==> config.mk <==
export PLATFORM = sky130hd
export DESIGN_NAME = edo_ctrl
export DESIGN_NICKNAME = d
export VERILOG_FILES = /design/src/rtl/edo_pkg.sv /design/src/rtl/edo_addr_split.sv /design/src/rtl/edo_ref_sched.sv /design/src/rtl/edo_ctrl.sv
export SDC_FILE = /design/constraint.sdc
export NUM_CORES = 1
export LEC_CHECK = 0
export ABC_CLOCK_PERIOD_IN_PS = 2630
export CORE_UTILIZATION = 35
export CTS_CLUSTER_DIAMETER = 200
export DETAILED_ROUTE_END_ITERATION = 16
export REMOVE_ABC_BUFFERS = 1
export SLEW_MARGIN = 10
export SYNTH_ARGS = -nofsm -noshare
export SYNTH_HDL_FRONTEND = slang
export SYNTH_SLANG_ARGS = --single-unit
==> constraint.sdc <==
create_clock -name clk -period 2.63 [get_ports clk]
set_input_delay 0.6575 -clock clk [delete_from_list [all_inputs] [get_ports clk]]
set_output_delay 0.6575 -clock clk [all_outputs]
set_load 0.02 [all_outputs]
==> src/rtl/edo_pkg.sv <==
package edo_pkg;
    localparam int ADDR_W = 23;
    localparam int DQ_W   = 8;
    localparam int BUS_W  = 13;
    localparam int CNT_W  = 8;

    typedef enum logic [3:0] {
        ST_IDLE, ST_ROW, ST_RCD, ST_COLSET, ST_CAS,
        ST_OPEN, ST_PRE, ST_RCAS, ST_RRAS
    } ctl_state_e;

    typedef struct packed {
        ctl_state_e        state;
        logic [CNT_W-1:0]  cnt;
        logic              ras_n;
        logic              cas_n;
        logic              we_n;
        logic              oe_n;
        logic              dq_oe;
        logic [BUS_W-1:0]  bus;
        logic [DQ_W-1:0]   dq_out;
        logic              rd_valid;
        logic [DQ_W-1:0]   rd_data;
        logic              row_open;
        logic [BUS_W-1:0]  open_row;
        logic [BUS_W-1:0]  col;
        logic              wr;
    } ctl_regs_t;
endpackage

==> src/rtl/edo_addr_split.sv <==
module edo_addr_split
    import edo_pkg::*;
#(
    parameter bit ROW13 = 1'b0
) (
    input  logic [ADDR_W-1:0] addr,
    output logic [BUS_W-1:0]  row,
    output logic [BUS_W-1:0]  col
);
    localparam int ROW_W = ROW13 ? 13 : 12;
    localparam int COL_W = ADDR_W - ROW_W;

    generate
        if (ROW13) begin : g_tall
            assign row = addr[ADDR_W-1 -: ROW_W];
            assign col = {{(BUS_W-COL_W){1'b0}}, addr[COL_W-1:0]};
        end else begin : g_wide
            assign row = {{(BUS_W-ROW_W){1'b0}}, addr[ADDR_W-1 -: ROW_W]};
            assign col = {{(BUS_W-COL_W){1'b0}}, addr[COL_W-1:0]};
        end
    endgenerate
endmodule

==> src/rtl/edo_ref_sched.sv <==
module edo_ref_sched #(
    parameter int REF_INTERVAL = 780,
    parameter int MAX_DEFER    = 4
) (
    input  logic clk,
    input  logic rst_n,
    input  logic ref_done,
    output logic ref_due,
    output logic ref_force
);
    localparam int TW = (REF_INTERVAL > 1) ? $clog2(REF_INTERVAL) : 1;
    localparam int PW = $clog2(MAX_DEFER + 1);
    localparam logic [TW-1:0] T_LAST = TW'(REF_INTERVAL - 1);
    localparam logic [PW-1:0] P_MAX  = PW'(MAX_DEFER);

    logic [TW-1:0] tick_cnt_d, tick_cnt_q;
    logic [PW-1:0] pend_d, pend_q;
    logic          tick;

    always_comb begin
        tick       = (tick_cnt_q == T_LAST);
        tick_cnt_d = tick ? '0 : tick_cnt_q + 1'b1;
        pend_d     = pend_q;
        // a tick at the cap is dropped; the backlog is already forcing service
        if (tick && (pend_q != P_MAX) && !ref_done) pend_d = pend_q + 1'b1;
        else if (ref_done && !(tick && (pend_q != P_MAX))) pend_d = pend_q - 1'b1;
    end

    always_ff @(posedge clk) begin
        if (!rst_n) begin
            tick_cnt_q <= '0;
            pend_q     <= '0;
        end else begin
            tick_cnt_q <= tick_cnt_d;
            pend_q     <= pend_d;
        end
    end

    assign ref_due   = (pend_q != '0);
    assign ref_force = (pend_q == P_MAX);

    assert_pend_cap_R11: assert property (@(posedge clk) disable iff (!rst_n)
        pend_q <= P_MAX);
    assert_done_owed_R9: assert property (@(posedge clk) disable iff (!rst_n)
        ref_done |-> (pend_q != '0));
endmodule

==> src/rtl/edo_ctrl.sv <==
module edo_ctrl
    import edo_pkg::*;
#(
    parameter bit ROW13        = 1'b0,
    parameter int T_RCD        = 2,
    parameter int T_CAS        = 2,
    parameter int T_RP         = 2,
    parameter int T_RFC        = 4,
    parameter int REF_INTERVAL = 780,
    parameter int MAX_DEFER    = 4
) (
    input  logic              clk,
    input  logic              rst_n,
    input  logic              req_valid,
    output logic              req_ready,
    input  logic              req_write,
    input  logic [ADDR_W-1:0] req_addr,
    input  logic [DQ_W-1:0]   req_wdata,
    output logic              rd_valid,
    output logic [DQ_W-1:0]   rd_data,
    output logic [BUS_W-1:0]  dram_addr,
    output logic              dram_ras_n,
    output logic              dram_cas_n,
    output logic              dram_we_n,
    output logic              dram_oe_n,
    output logic [DQ_W-1:0]   dram_dq_out,
    output logic              dram_dq_oe,
    input  logic [DQ_W-1:0]   dram_dq_in
);
    localparam logic [CNT_W-1:0] C_RCD = CNT_W'(T_RCD - 1);
    localparam logic [CNT_W-1:0] C_CAS = CNT_W'(T_CAS - 1);
    localparam logic [CNT_W-1:0] C_RP  = CNT_W'(T_RP - 1);
    localparam logic [CNT_W-1:0] C_RFC = CNT_W'(T_RFC - 1);

    ctl_regs_t        cur_q, nx_d;
    logic [BUS_W-1:0] req_row, req_col;
    logic             ref_due, ref_force, ref_done, rdy, page_hit;

    edo_addr_split #(.ROW13(ROW13)) u_split (
        .addr(req_addr), .row(req_row), .col(req_col)
    );

    edo_ref_sched #(.REF_INTERVAL(REF_INTERVAL), .MAX_DEFER(MAX_DEFER)) u_sched (
        .clk(clk), .rst_n(rst_n), .ref_done(ref_done),
        .ref_due(ref_due), .ref_force(ref_force)
    );

    always_comb begin
        nx_d          = cur_q;
        nx_d.rd_valid = 1'b0;
        rdy           = 1'b0;
        ref_done      = 1'b0;
        page_hit      = cur_q.row_open && (req_row == cur_q.open_row);
        case (cur_q.state)
            ST_IDLE: begin
                if (ref_due) begin
                    nx_d.cas_n = 1'b0;
                    nx_d.state = ST_RCAS;
                end else begin
                    rdy = 1'b1;
                    if (req_valid) begin
                        nx_d.bus      = req_row;
                        nx_d.open_row = req_row;
                        nx_d.col      = req_col;
                        nx_d.wr       = req_write;
                        nx_d.dq_out   = req_wdata;
                        nx_d.state    = ST_ROW;
                    end
                end
            end
            ST_ROW: begin
                nx_d.ras_n    = 1'b0;
                nx_d.row_open = 1'b1;
                nx_d.cnt      = C_RCD;
                nx_d.state    = ST_RCD;
            end
            ST_RCD: begin
                if (cur_q.cnt != '0) nx_d.cnt = cur_q.cnt - 1'b1;
                else begin
                    nx_d.bus   = cur_q.col;
                    nx_d.we_n  = !cur_q.wr;
                    nx_d.dq_oe = cur_q.wr;
                    nx_d.state = ST_COLSET;
                end
            end
            ST_COLSET: begin
                nx_d.cas_n = 1'b0;
                nx_d.oe_n  = cur_q.wr;
                nx_d.cnt   = C_CAS;
                nx_d.state = ST_CAS;
            end
            ST_CAS: begin
                if (cur_q.cnt != '0) nx_d.cnt = cur_q.cnt - 1'b1;
                else begin
                    nx_d.cas_n    = 1'b1;
                    nx_d.oe_n     = 1'b1;
                    nx_d.we_n     = 1'b1;
                    nx_d.dq_oe    = 1'b0;
                    nx_d.rd_valid = !cur_q.wr;
                    if (!cur_q.wr) nx_d.rd_data = dram_dq_in;
                    nx_d.state    = ST_OPEN;
                end
            end
            ST_OPEN: begin
                if (req_valid && page_hit && !ref_force) begin
                    rdy         = 1'b1;
                    nx_d.bus    = req_col;
                    nx_d.wr     = req_write;
                    nx_d.we_n   = !req_write;
                    nx_d.dq_oe  = req_write;
                    nx_d.dq_out = req_wdata;
                    nx_d.state  = ST_COLSET;
                end else if (ref_due || req_valid) begin
                    nx_d.ras_n    = 1'b1;
                    nx_d.row_open = 1'b0;
                    nx_d.cnt      = C_RP;
                    nx_d.state    = ST_PRE;
                end
            end
            ST_PRE: begin
                if (cur_q.cnt != '0) nx_d.cnt = cur_q.cnt - 1'b1;
                else nx_d.state = ST_IDLE;
            end
            ST_RCAS: begin
                nx_d.ras_n = 1'b0;
                nx_d.cnt   = C_RFC;
                nx_d.state = ST_RRAS;
            end
            ST_RRAS: begin
                if (cur_q.cnt != '0) nx_d.cnt = cur_q.cnt - 1'b1;
                else begin
                    ref_done   = 1'b1;
                    nx_d.ras_n = 1'b1;
                    nx_d.cas_n = 1'b1;
                    nx_d.cnt   = C_RP;
                    nx_d.state = ST_PRE;
                end
            end
            default: nx_d.state = ST_IDLE;
        endcase
    end

    always_ff @(posedge clk) begin
        if (!rst_n) begin
            cur_q       <= '0;
            cur_q.state <= ST_IDLE;
            cur_q.ras_n <= 1'b1;
            cur_q.cas_n <= 1'b1;
            cur_q.we_n  <= 1'b1;
            cur_q.oe_n  <= 1'b1;
        end else begin
            cur_q <= nx_d;
        end
    end

    assign req_ready   = rdy;
    assign rd_valid    = cur_q.rd_valid;
    assign rd_data     = cur_q.rd_data;
    assign dram_addr   = cur_q.bus;
    assign dram_ras_n  = cur_q.ras_n;
    assign dram_cas_n  = cur_q.cas_n;
    assign dram_we_n   = cur_q.we_n;
    assign dram_oe_n   = cur_q.oe_n;
    assign dram_dq_out = cur_q.dq_out;
    assign dram_dq_oe  = cur_q.dq_oe;

    assert_col_settled_R3: assert property (@(posedge clk) disable iff (!rst_n)
        ($fell(dram_cas_n) && !dram_ras_n) |-> $stable(dram_addr));
    assert_rd_pulse_R4: assert property (@(posedge clk) disable iff (!rst_n)
        rd_valid |=> !rd_valid);
    assert_write_drive_R5: assert property (@(posedge clk) disable iff (!rst_n)
        dram_dq_oe |-> (!dram_we_n && dram_oe_n && !dram_ras_n));
    assert_cbr_order_R8: assert property (@(posedge clk) disable iff (!rst_n)
        ($fell(dram_cas_n) && dram_ras_n) |=> (!dram_ras_n && !dram_cas_n && dram_we_n));
    assert_oe_read_R12: assert property (@(posedge clk) disable iff (!rst_n)
        !dram_oe_n |-> (!dram_cas_n && dram_we_n));
endmodule

---- After elaboration in Yosys (flattened, before gate mapping) ----
Cells that the tools add are included.
cells by class
  add/sub/neg operators ................... 4
  equal/unequal tests ..................... 25
  multiplexer cells ....................... 43
  bitwise operators ....................... 5
  reduce and logical (&&, ||, !) cells .... 40
operators with widths
  cell                     number
  $mux W21                 2
  $pmux W8 S5              1
  $pmux W13 S3             1
  $pmux W4 S9              1
  $mux W4                  8
  $mux W22                 1
  $ne A2 B2 Y1 const B     10
  $reduce_and A4 Y1        5
  $eq A4 B3 Y1 const B     4
  $mux W8                  2
  $pmux W8 S2              1
  $mux W14                 1
  $mux W13                 1
  $eq A12 B12 Y1           1
  $mux W1                  12
  $reduce_bool A3 Y1       4
  $add A10 B1 Y10 const B  1
  $eq A10 B10 Y1 const B   1
  $mux W9                  1
  $ne A3 B3 Y1 const B     3
  $pmux W1 S3              3
  $reduce_and A3 Y1        3
  $eq A4 B2 Y1 const B     2
  $pmux W1 S2              4
  24 further kinds         44
word-level totals
  register bits after elaboration ......... 85
  output and inout port bits .............. 36
  logic and storage cells ................. 134

---- Logic depth before layout (Yosys ltp) ----
Gate-level depths: netlist of run 1.
  depth in word-level cells ............... 6
  mapped depth ............................ 11
  depth with buffers taken out ............ 11

---- Cells and area by module ----
Synthesis of run 1 repeated with hierarchy kept, for this count alone.
unflattened totals
  cell total of the unflattened synthesis .. 598
  area, all modules ....................... 4799.6 µm²
modules (own cells, without submodules)
  module          times used  cells an instance  area an instance (µm²)  seq. area each (µm²)
  edo_ctrl        1           505                3976.3                  1501.4
  edo_ref_sched   1           66                 624.3                   260.2
  edo_addr_split  1           27                 198.9                   0.0

---- Least setup slack after synthesis of run 1 ----
No wires, ideal clock.
  path type ............................... in2out
  start ................................... input port req_addr[13]
  end ..................................... output port req_ready
  arrival time ............................ 1.755 ns
  required time ........................... 1.972 ns
  path slack .............................. 0.218 ns
  cell stages on the path ................. 4
  path buffers ............................ 0
  cell sequence ........................... xor2_1 > nor4_1 > nand4_1 > o21ai_0
on the way
  longest elaborated chain between the ends .. 6
ends and longest elaborated chain
  item                              RTL line         source
  start: declaration                edo_ctrl.sv:17   input logic [ADDR_W-1:0] req_addr,
  $eq A12 B12 Y1                    edo_ctrl.sv:53   page_hit = cur_q.row_open && (req_row == cur_q.open_row);
  $logic_and A1 B1 Y1               edo_ctrl.sv:53
  $logic_and A1 B1 Y1 (2 in a row)  edo_ctrl.sv:105  if (req_valid && page_hit && !ref_force) begin
  $mux W1                           edo_ctrl.sv:105
  $pmux W1 S2                       edo_ctrl.sv:54   case (cur_q.state)
  end: declaration                  edo_ctrl.sv:15   output logic req_ready,
No other way between the ends.

---- Worst setup path after layout of run 1 ----
  start ................................... input port req_addr[15]
  end ..................................... output port req_ready
Same word-level chain as after synthesis.

==> impl_summary.txt, run 1 <==
----------------------------------------------------
[Status]
  Status ... finished, final reports clean

[Critical path]
  Cell at the slowest stage of the critical path ... sky130_fd_sc_hd__nor4_2
  Flop2flop setup slack ... 0.16 ns
  Worst Setup Start Kind ... input pin
  Required time at the endpoint of the critical path ... 1.97 ns
  Crit Reg-Reg Startpoint ... u_sched.tick_cnt_q[7]$_SDFF_PP0_
  Largest stage delay on the critical path ... 0.34 ns
  Most repeated library cell on the critical path ... sky130_fd_sc_hd__buf_4
  Endpoint of the most critical register-to-register path ... u_sched.pend_q[2]$_SDFFE_PN0P_
  Startpoint-to-endpoint class of the critical path ... in2out
  Worst path cell trace ... buf_6, xor2_2, nor4_2, buf_4, nand4_1, o21ai_1, buf_4
  Kind of end point of the critical path ... output pin
  Highest fanout seen on the critical path ... 2
  Depth of the worst register-to-register path ... 10
  Combined buffer and inverter count along the critical path ... 3
  Data arrival, critical path ... 1.90 ns
  Top delay family on crit path ... simple AND/OR/NAND/NOR gates

[Power]
  Fraction of power spent switching nets ... 0.3875
  Maximum ir drop on the vdd rail ... 0.5056 mV
  Sequential cell fraction of total power ... 0.306
  Power dissipated by switching net loads ... 2.273 mW
  Combinational group share of total power ... 0.492
  Leak ... 2.271 nW
  Internal power summed over all cells ... 3.592 mW
  Power per unit of standard cell area ... 1042 nW/µm²
  Share of power burned in the clock network ... 0.202

[Placement]
  Placed cell areas ... 5305 µm²
  DPL Wire Length ... 7295 µm
  RD Place Congestion ... 0.7916
  Count of input and output buffers ... 77

[Global routing]
  Overall fraction of global-route tracks in use ... 0.1728
  Global-route wire length before repair ... 17700 µm
  Number of antenna violations at the first check in global routing ... 1
  Global route overflow ... 0
  Maximum number of pins on one net before global-route repair ... 59
  Vias in the first global route ... 3712

[Clocking]
  Root Buffer ... sky130_fd_sc_hd__clkbuf_16
  Total of hold buffers inserted after clock tree synthesis ... 0
  Number of buffers on the longest clock path ... 2
  Insertion delay to the later sink of the worst-skew pair ... 0.34 ns
  Number of clock sinks seen by CTS ... 84
  Inserted Clock Buffers ... 9
  Clock input transition at the sequential cells of the worst setup and hold paths ... 0.05 ns
  CTS tree ... yes
  Max H-tree Level ... 3

[Synthesis]
  Cell taking the most area after synthesis ... sky130_fd_sc_hd__dfxtp_1
  Post-synthesis cell type count ... 64
  Portion of synthesized cell area occupied by the leading cell type ... 0.3873
  Mapped Cells ... 531
  Yosys Warn Count ... 0
  Count of flip-flops with a built-in enable after synthesis ... 0
  Post-synthesis register bit count ... 84
  Cell Area, Synth ... 4342 µm²
  Seq/Total Area, Yosys ... 0.3873
  Cell types occupying the most area after synthesis ... sky130_fd_sc_hd__dfxtp_1, sky130_fd_sc_hd__nand2_1, sky130_fd_sc_hd__mux2i_1, sky130_fd_sc_hd__buf_4, sky130_fd_sc_hd__a21oi_1
  Synthesized area divided by synthesized cell count ... 8.176 µm²
  Top-count cell post-synth ... sky130_fd_sc_hd__nand2_1
  Share of synthesized flip-flops with an asynchronous set or reset ... 0
  Top cell types by occurrence after synthesis ... sky130_fd_sc_hd__nand2_1, sky130_fd_sc_hd__dfxtp_1, sky130_fd_sc_hd__a21oi_1
  Predominant post-synthesis flop cell ... sky130_fd_sc_hd__dfxtp_1

[Timing]
  Max Transition Viols Final ... 0
  Relative slew slack ... 0.6082
  WHS ... 0.4546 ns
  Post-route clock period utilization ... 0.9735
  Worst clock skew ... 0.007375 ns
  Fin. Hold Viols ... 0
  Top achievable clock speed ... 390.6 MHz
  # setup viols final ... 0
  Actual slew at the worst max-slew pin ... 0.5876 ns
  Final period demand of the worst path ... 2.560 ns
  Setup repair after global routing missed its margin ... yes

[Floorplanning]
  Initial cell density of the core ... 0.3600
  Core footprint ... 12060 µm²
  Io pins ... 79
  Floorplan die width ... 113.4 µm
  Height of the die ... 113.4 µm
  DIE AREA ... 12850 µm²
  Number of standard-cell rows in the floorplan ... 40

[Drt]
  Wire length per cell after detailed routing ... 13.46 µm
  Via density per instance ... 4.896
  First-pass DRT Iterations ... 5
  Remaining antenna violation count after routing ... 0
  Count of vias placed by the detailed router ... 3804
  DR DRC count ... 0
  Wirelength, routed ... 10460 µm
  DRC marker count from the first detailed-route iteration ... 177

[Layout]
  Number of nets at the end of the flow ... 650
  Area grow syn2layout ... 29.63%
  Share of post-route cells with drive strength above 1 ... 0.1612
  Fin area ... 5628 µm²

[Worst hold path]
  Hold Crit Class ... reg2reg
  Destination of the worst hold path ... dram_dq_out[6]$_SDFFE_PN0P_
  Count of cells along the worst hold path ... 2
  Hold Path Origin ... dram_dq_out[6]$_SDFFE_PN0P_

[Job]
  Maximum capacitance violations ... 0

----------------------------------------------------
[cell type report]
cell class	instances	area [µm²]
clock buffers	12	256.5
flip-flops and latches	84	1683
diodes	1	2.502
well taps	168	210.2
fillers	1224	6434
repair buffers	118	1065
inverters	19	71.32
multi-input cells	371	2316
clock inverters	4	23.77
[per-stage QoR]
stage / util / setup WS, ns / TNS [ns] / std cells / power [mW]
2_1_floorplan: - / -0.03399 / -0.3399 / 474 / 3.529
3_3_place_gp: 0.4398 / -0.9084 / -4.829 / 759 / 4.649
3_5_place_dp: 0.4398 / -0.9282 / -4.443 / 759 / 4.688
4_1_cts: 0.4637 / 0.002252 / 0 / 776 / 5.901
5_1_grt: 0.4666 / -0.007430 / -0.007430 / 777 / 6.255
6_report: 0.4666 / 0.06958 / 0 / 777 / 5.865
[worst max path at each step]
| stage | slack (ns) | start | end | cells after the start |
|---|---|---|---|---|
| 2_1_floorplan | -0.03 | cur_q[72]$_SDFFE_PN0P_ | dram_addr[0]$_SDFFE_PN0P_ | 4 |
| 5_1_grt | -0.007 | req_addr[15] | req_ready | 7 |
| 3_5_place_dp | -0.93 | req_addr[13] | req_ready | 7 |
| 6_report | 0.07 | req_addr[15] | req_ready | 7 |
| 4_1_cts | 0.002 | req_addr[19] | req_ready | 7 |
| 3_3_place_gp | -0.91 | req_addr[14] | req_ready | 7 |
[worst reg2reg max path, stage by stage (launching register included)]
cell and delay (ns):
sky130_fd_sc_hd__dfxtp_2 0.34, sky130_fd_sc_hd__nor4_2 0.25, sky130_fd_sc_hd__nand3_1 0.11, sky130_fd_sc_hd__or3_4 0.36, sky130_fd_sc_hd__a21oi_2 0.12, sky130_fd_sc_hd__ha_2 0.19
sky130_fd_sc_hd__inv_1 0.05, sky130_fd_sc_hd__fa_1 0.37, sky130_fd_sc_hd__xor2_1 0.16, sky130_fd_sc_hd__or3_1 0.31, sky130_fd_sc_hd__a21oi_1 0.13
[cell families after synthesis]
logic type,share of synthesized area
simple gates,0.2308
xor+xnor,0.04841
fa+ha+maj,0.01326
mux,0.07176
compound gates,0.1519
flops,0.3873
other cells,0.0008637
buf+inv,0.09567
[state kept, by name, indices dropped and copies added, names as in the netlist]
register	flops
dram_cas_n	1
dram_oe_n	1
dram_addr	12
dram_dq_oe	1
u_sched.tick_cnt_q	10
rd_valid	1
dram_we_n	1
cur_q	37
rd_data	8
dram_dq_out	8
dram_ras_n	1
u_sched.pend_q	3
[what timing repair did]
item	CTS	global route
setup buffers	1	0
setup endpoints to repair	1	2
gates cloned	0	0
pin swaps	6	11
gates resized for setup	40	19
[per-layer routing]
metal	track usage	vias to the layer above	wire (µm)
met2	0.2781	90	4820
met4	0.06667	0	151
met1	0.2236	1769	4959
met5	0	-	0
met3	0.04198	10	523
li1	-	1935	-
[cell usage in the layout, fill, tap and decap left out, types with 10 or more instances in the layout]
| cell | synthesis | layout |
|---|---|---|
| sky130_fd_sc_hd__dfxtp_1 | 84 | 83 |
| sky130_fd_sc_hd__a22oi_1 | 11 | 11 |
| sky130_fd_sc_hd__nand2_1 | 110 | 110 |
| sky130_fd_sc_hd__buf_4 | 29 | 40 |
| sky130_fd_sc_hd__a21oi_1 | 38 | 36 |
| sky130_fd_sc_hd__inv_1 | 18 | 18 |
| sky130_fd_sc_hd__mux2i_1 | 30 | 30 |
| sky130_fd_sc_hd__xor2_1 | 19 | 16 |
| sky130_fd_sc_hd__nor3_1 | 10 | 10 |
| sky130_fd_sc_hd__nor2_1 | 32 | 32 |
| sky130_fd_sc_hd__clkdlybuf4s50_1 | 0 | 62 |
| sky130_fd_sc_hd__o21ai_0 | 22 | 21 |
[power groups by stage]
stage | registers (mW) | clock network [mW] | logic (mW)
floorplan | 2.04 | 0 | 1.49
global placement | 1.81 | 0 | 2.84
detailed placement | 1.81 | 0 | 2.87
CTS | 1.79 | 1.22 | 2.89
global route | 1.83 | 1.28 | 3.14
finish | 1.79 | 1.19 | 2.89
Note: power is estimated with default switching activity, not from simulation.
==> run 2, diff against run 1 <==
--- a/config.mk
+++ b/config.mk
@@ -7,10 +7,13 @@
 export LEC_CHECK = 0
 export ABC_CLOCK_PERIOD_IN_PS = 2630
 export CORE_UTILIZATION = 35
+export CTS_BUF_LIST = sky130_fd_sc_hd__clkbuf_16
 export CTS_CLUSTER_DIAMETER = 200
 export DETAILED_ROUTE_END_ITERATION = 16
+export RECOVER_POWER = 25
 export REMOVE_ABC_BUFFERS = 1
 export SLEW_MARGIN = 10
 export SYNTH_ARGS = -nofsm -noshare
 export SYNTH_HDL_FRONTEND = slang
+export SYNTH_HIERARCHICAL = 1
 export SYNTH_SLANG_ARGS = --single-unit
==> run 2 against run 1 <==
  * Clock skew is 0.0024 ns lower
  * Cell count up 5.1%
  * Fmax increased by 0.72%
  * Largest power group unchanged
  * Routed wire length rose by 7.2%
  * Setup slack improved by 0.018 ns
==> impl_summary.txt, run 2 <==
----------------------------------------------------
[Status]
  Status ... finished, final reports clean

[Critical path]
  Cell at the slowest stage of the critical path ... sky130_fd_sc_hd__nor4_4
  Data arrival, critical path ... 1.88 ns (-0.02 ns)
  Startpoint-to-endpoint class of the critical path ... in2out
  Kind of end point of the critical path ... output pin
  Largest stage delay on the critical path ... 0.33 ns (about the same)
  Crit. Startpoint ... req_addr[18]
  Combined buffer and inverter count along the critical path ... 2 (-1)
  Highest fanout seen on the critical path ... 2 (unchanged)
  Required time at the endpoint of the critical path ... 1.97 ns (about the same)
  Worst path cell trace ... dlygate4sd2_1, xnor2_1, nand4b_1, nor4_4, a21o_1, buf_6
  Top delay family on crit path ... simple AND/OR/NAND/NOR gates
  Worst Setup Start Kind ... input pin
  Crit Reg-Reg Startpoint ... u_sched/tick_cnt_q[1]$_SDFF_PP0_

[Timing]
  Fin. Hold Viols ... 0 (unchanged)
  Final period demand of the worst path ... 2.542 ns (-0.01822 ns)
  Max Transition Viols Final ... 0 (unchanged)
  Setup repair after global routing missed its margin ... yes
  Sum of negative setup slack ... 0 ns (unchanged)
  WHS ... 0.4490 ns (-0.005610 ns)
  Relative slew slack ... 0.5105 (-0.09770)
  Top achievable clock speed ... 393.4 MHz (+0.72%)
  # setup viols final ... 0 (unchanged)
  Actual slew at the worst max-slew pin ... 0.7287 ns (+0.1411 ns)
  Worst clock skew ... 0.004985 ns (-0.002390 ns)
  Post-route clock period utilization ... 0.9666 (-0.006930)

[Floorplanning]
  Number of standard-cell rows in the floorplan ... 42 (+5.0%)
  Initial cell density of the core ... 0.3610 (+0.001043)
  DIE AREA ... 14190 µm² (+10%)
  Height of the die ... 119.1 µm (+5.1%)
  Core footprint ... 13300 µm² (+10%)
  Io pins ... 79 (unchanged)
  Floorplan die width ... 119.1 µm (+5.1%)

[Clocking]
  Inserted Clock Buffers ... 9 (unchanged)
  Insertion delay to the later sink of the worst-skew pair ... 0.35 ns (about the same)
  Total of hold buffers inserted after clock tree synthesis ... 0 (unchanged)
  Number of clock sinks seen by CTS ... 88 (+4.8%)
  Clock input transition at the sequential cells of the worst setup and hold paths ... 0.06 ns (about the same)
  CTS tree ... yes
  Number of buffers on the longest clock path ... 2 (unchanged)
  Max H-tree Level ... 3 (unchanged)
  Root Buffer ... sky130_fd_sc_hd__clkbuf_16

[Power]
  Internal power summed over all cells ... 3.724 mW (+3.7%)
  Power dissipated by switching net loads ... 2.567 mW (+13%)
  Total power consumption of the routed design ... 6.291 mW (+7.3%)
  Combinational group share of total power ... 0.489 (-0.003)
  Power per unit of standard cell area ... 1082 nW/µm² (+3.8%)
  Share of power burned in the clock network ... 0.201 (about the same)
  Maximum ir drop on the vdd rail ... 0.5449 mV (+7.8%)
  Sequential cell fraction of total power ... 0.310 (+0.004)
  Leak ... 2.178 nW (-4.1%)
  Fraction of power spent switching nets ... 0.4080 (+0.02050)

[Layout]
  Inserted Diodes ... 0 (-1)
  Final core occ ... 0.4375 (-0.02909)
  Non-Filler Instances ... 817 (+5.1%)
  Commonest cells after routing, fill and taps aside ... sky130_fd_sc_hd__nand2_1, sky130_fd_sc_hd__dfxtp_1, sky130_fd_sc_hd__clkdlybuf4s50_1
  Leading cell type in the layout, fill and taps excluded ... sky130_fd_sc_hd__nand2_1
  Area grow syn2layout ... 21.19%
  Number of nets at the end of the flow ... 683 (+5.1%)
  Top register by number of flip-flops ... cur_q
  Largest register FFs ... 40 (+8.1%)
  Share of post-route cells with drive strength above 1 ... 0.1123 (-0.04886)

[Drt]
  Count of vias placed by the detailed router ... 4072 (+7.0%)
  DR DRC count ... 0 (unchanged)
  First-pass DRT Iterations ... 4 (-1)
  Remaining antenna violation count after routing ... 0 (unchanged)
  Wire length per cell after detailed routing ... 13.71 µm (+1.9%)
  Via density per instance ... 4.984 (+1.8%)
  Wirelength, routed ... 11200 µm (+7.2%)
  DRC marker count from the first detailed-route iteration ... 145 (-18%)

[Global routing]
  Overall fraction of global-route tracks in use ... 0.1670 (-0.005776)
  Met1 Resource Use GR ... 0.2156 (-0.008020)
  Met2 usage ... 0.2638 (-0.01431)
  Global-route wire length before repair ... 19030 µm (+7.5%)
  Global route overflow ... 0 (unchanged)
  Met3 Use GR ... 0.04885 (+0.006874)
  Highest-utilization routing layer at the global route stage ... met2
  Maximum number of pins on one net before global-route repair ... 52 (-12%)
  Number of antenna violations at the first check in global routing ... 0 (-1)
  Vias in the first global route ... 3900 (+5.1%)

[Placement]
  Placed instance count ... 800 (+5.4%)
  Count of input and output buffers ... 78 (+1.3%)
  DPL Wire Length ... 8047 µm (+10%)
  RD Place Congestion ... 0.8081 (+2.1%)

[Synthesis]
  Cell taking the most area after synthesis ... sky130_fd_sc_hd__dfxtp_1
  Top-count cell post-synth ... sky130_fd_sc_hd__nand2_1
  Top cell types by occurrence after synthesis ... sky130_fd_sc_hd__nand2_1, sky130_fd_sc_hd__dfxtp_1, sky130_fd_sc_hd__buf_4
  Synthesized area divided by synthesized cell count ... 8.026 µm² (-1.8%)
  Mapped Cells ... 598 (+13%)
  Share of synthesized flip-flops with an asynchronous set or reset ... 0 (unchanged)
  Count of flip-flops with a built-in enable after synthesis ... 0 (unchanged)
  Post-synthesis register bit count ... 88 (+4.8%)
  Seq/Total Area, Yosys ... 0.3670 (-0.02027)
  Post-synthesis cell type count ... 61 (-4.7%)
  Cell Area, Synth ... 4800 µm² (+11%)
  Cell types occupying the most area after synthesis ... sky130_fd_sc_hd__dfxtp_1, sky130_fd_sc_hd__buf_4, sky130_fd_sc_hd__nand2_1, sky130_fd_sc_hd__a21boi_0, sky130_fd_sc_hd__o21ai_0
  Portion of synthesized cell area occupied by the leading cell type ... 0.3670 (-0.02027)
  Yosys Warn Count ... 6 (+6)
  Predominant post-synthesis flop cell ... sky130_fd_sc_hd__dfxtp_1

[Worst hold path]
  Hold Path Origin ... dram_dq_oe$_SDFFE_PN0P_
  Hold Crit Class ... reg2reg

[Job]
  Maximum capacitance violations ... 0 (unchanged)

----------------------------------------------------
[run 2: worst min-delay path, cell delays in order, from the launching register on]
cell                      delay (ns)
sky130_fd_sc_hd__dfxtp_1        0.31
sky130_fd_sc_hd__inv_1          0.05
sky130_fd_sc_hd__a21oi_1        0.05
[run 2: worst paths after layout]
kind,slack [ns],depth (start not counted),to
max,0.09,6,req_ready
min,0.45,2,dram_dq_oe$_SDFFE_PN0P_
max reg2reg,0.13,10,u_sched/pend_q[2]$_SDFFE_PN0P_
min reg2reg,0.45,2,dram_dq_oe$_SDFFE_PN0P_
[run 2: area by class of cell]
cell class,count,area [µm²]
fillers,1311,7478
flip-flops and latches,88,1763
repair buffers,113,1049
inverters,20,75.07
clock buffers,9,225.2
multi-input cells,404,2421
clock inverters,7,63.81
well taps,176,220.2
[run 2: power groups by stage]
stage	sequential (mW)	clock, mW	combinational [mW]
5_1_grt	2.00	1.35	3.39
3_5_place_dp	1.97	0	3.07
4_1_cts	1.95	1.30	3.09
3_3_place_gp	1.97	0	3.04
6_report	1.95	1.26	3.08
2_1_floorplan	2.18	0	1.62
[run 2: layer usage]
metal	share of wire	wire (µm)
met5	0	0
met4	0.014	156
met3	0.056	624
met2	0.46	5150
met1	0.47	5272
[run 2: timing repair]
item | 4_1_cts | 5_1_grt
buffers inserted | 1 | 0
gates cloned | 0 | 0
resized for setup | 19 | 4
pin swaps | 6 | 0
endpoints found under the setup margin | 1 | 2
hold endpoints to repair | 0 | 0
[run 2: cell families after synthesis]
family	Yosys count	synth area share
DFF	88	0.3670
buffers and inverters	108	0.1337
AOI/OAI and AO/OA	144	0.1916
adders and majority gates	4	0.01199
other	1	0.0007813
muxes	11	0.02294
xor gates and xnor gates	20	0.03649
and+or+nand+nor	222	0.2354
[run 2: metrics by stage]
stage	instance area, µm²	setup slack, ns
6_report	5817	0.08780
5_1_grt	5817	-0.03633
4_1_cts	5798	0.07381
3_5_place_dp	5517	-0.6358
3_3_place_gp	5517	-0.5700
2_1_floorplan	4240	0.1585
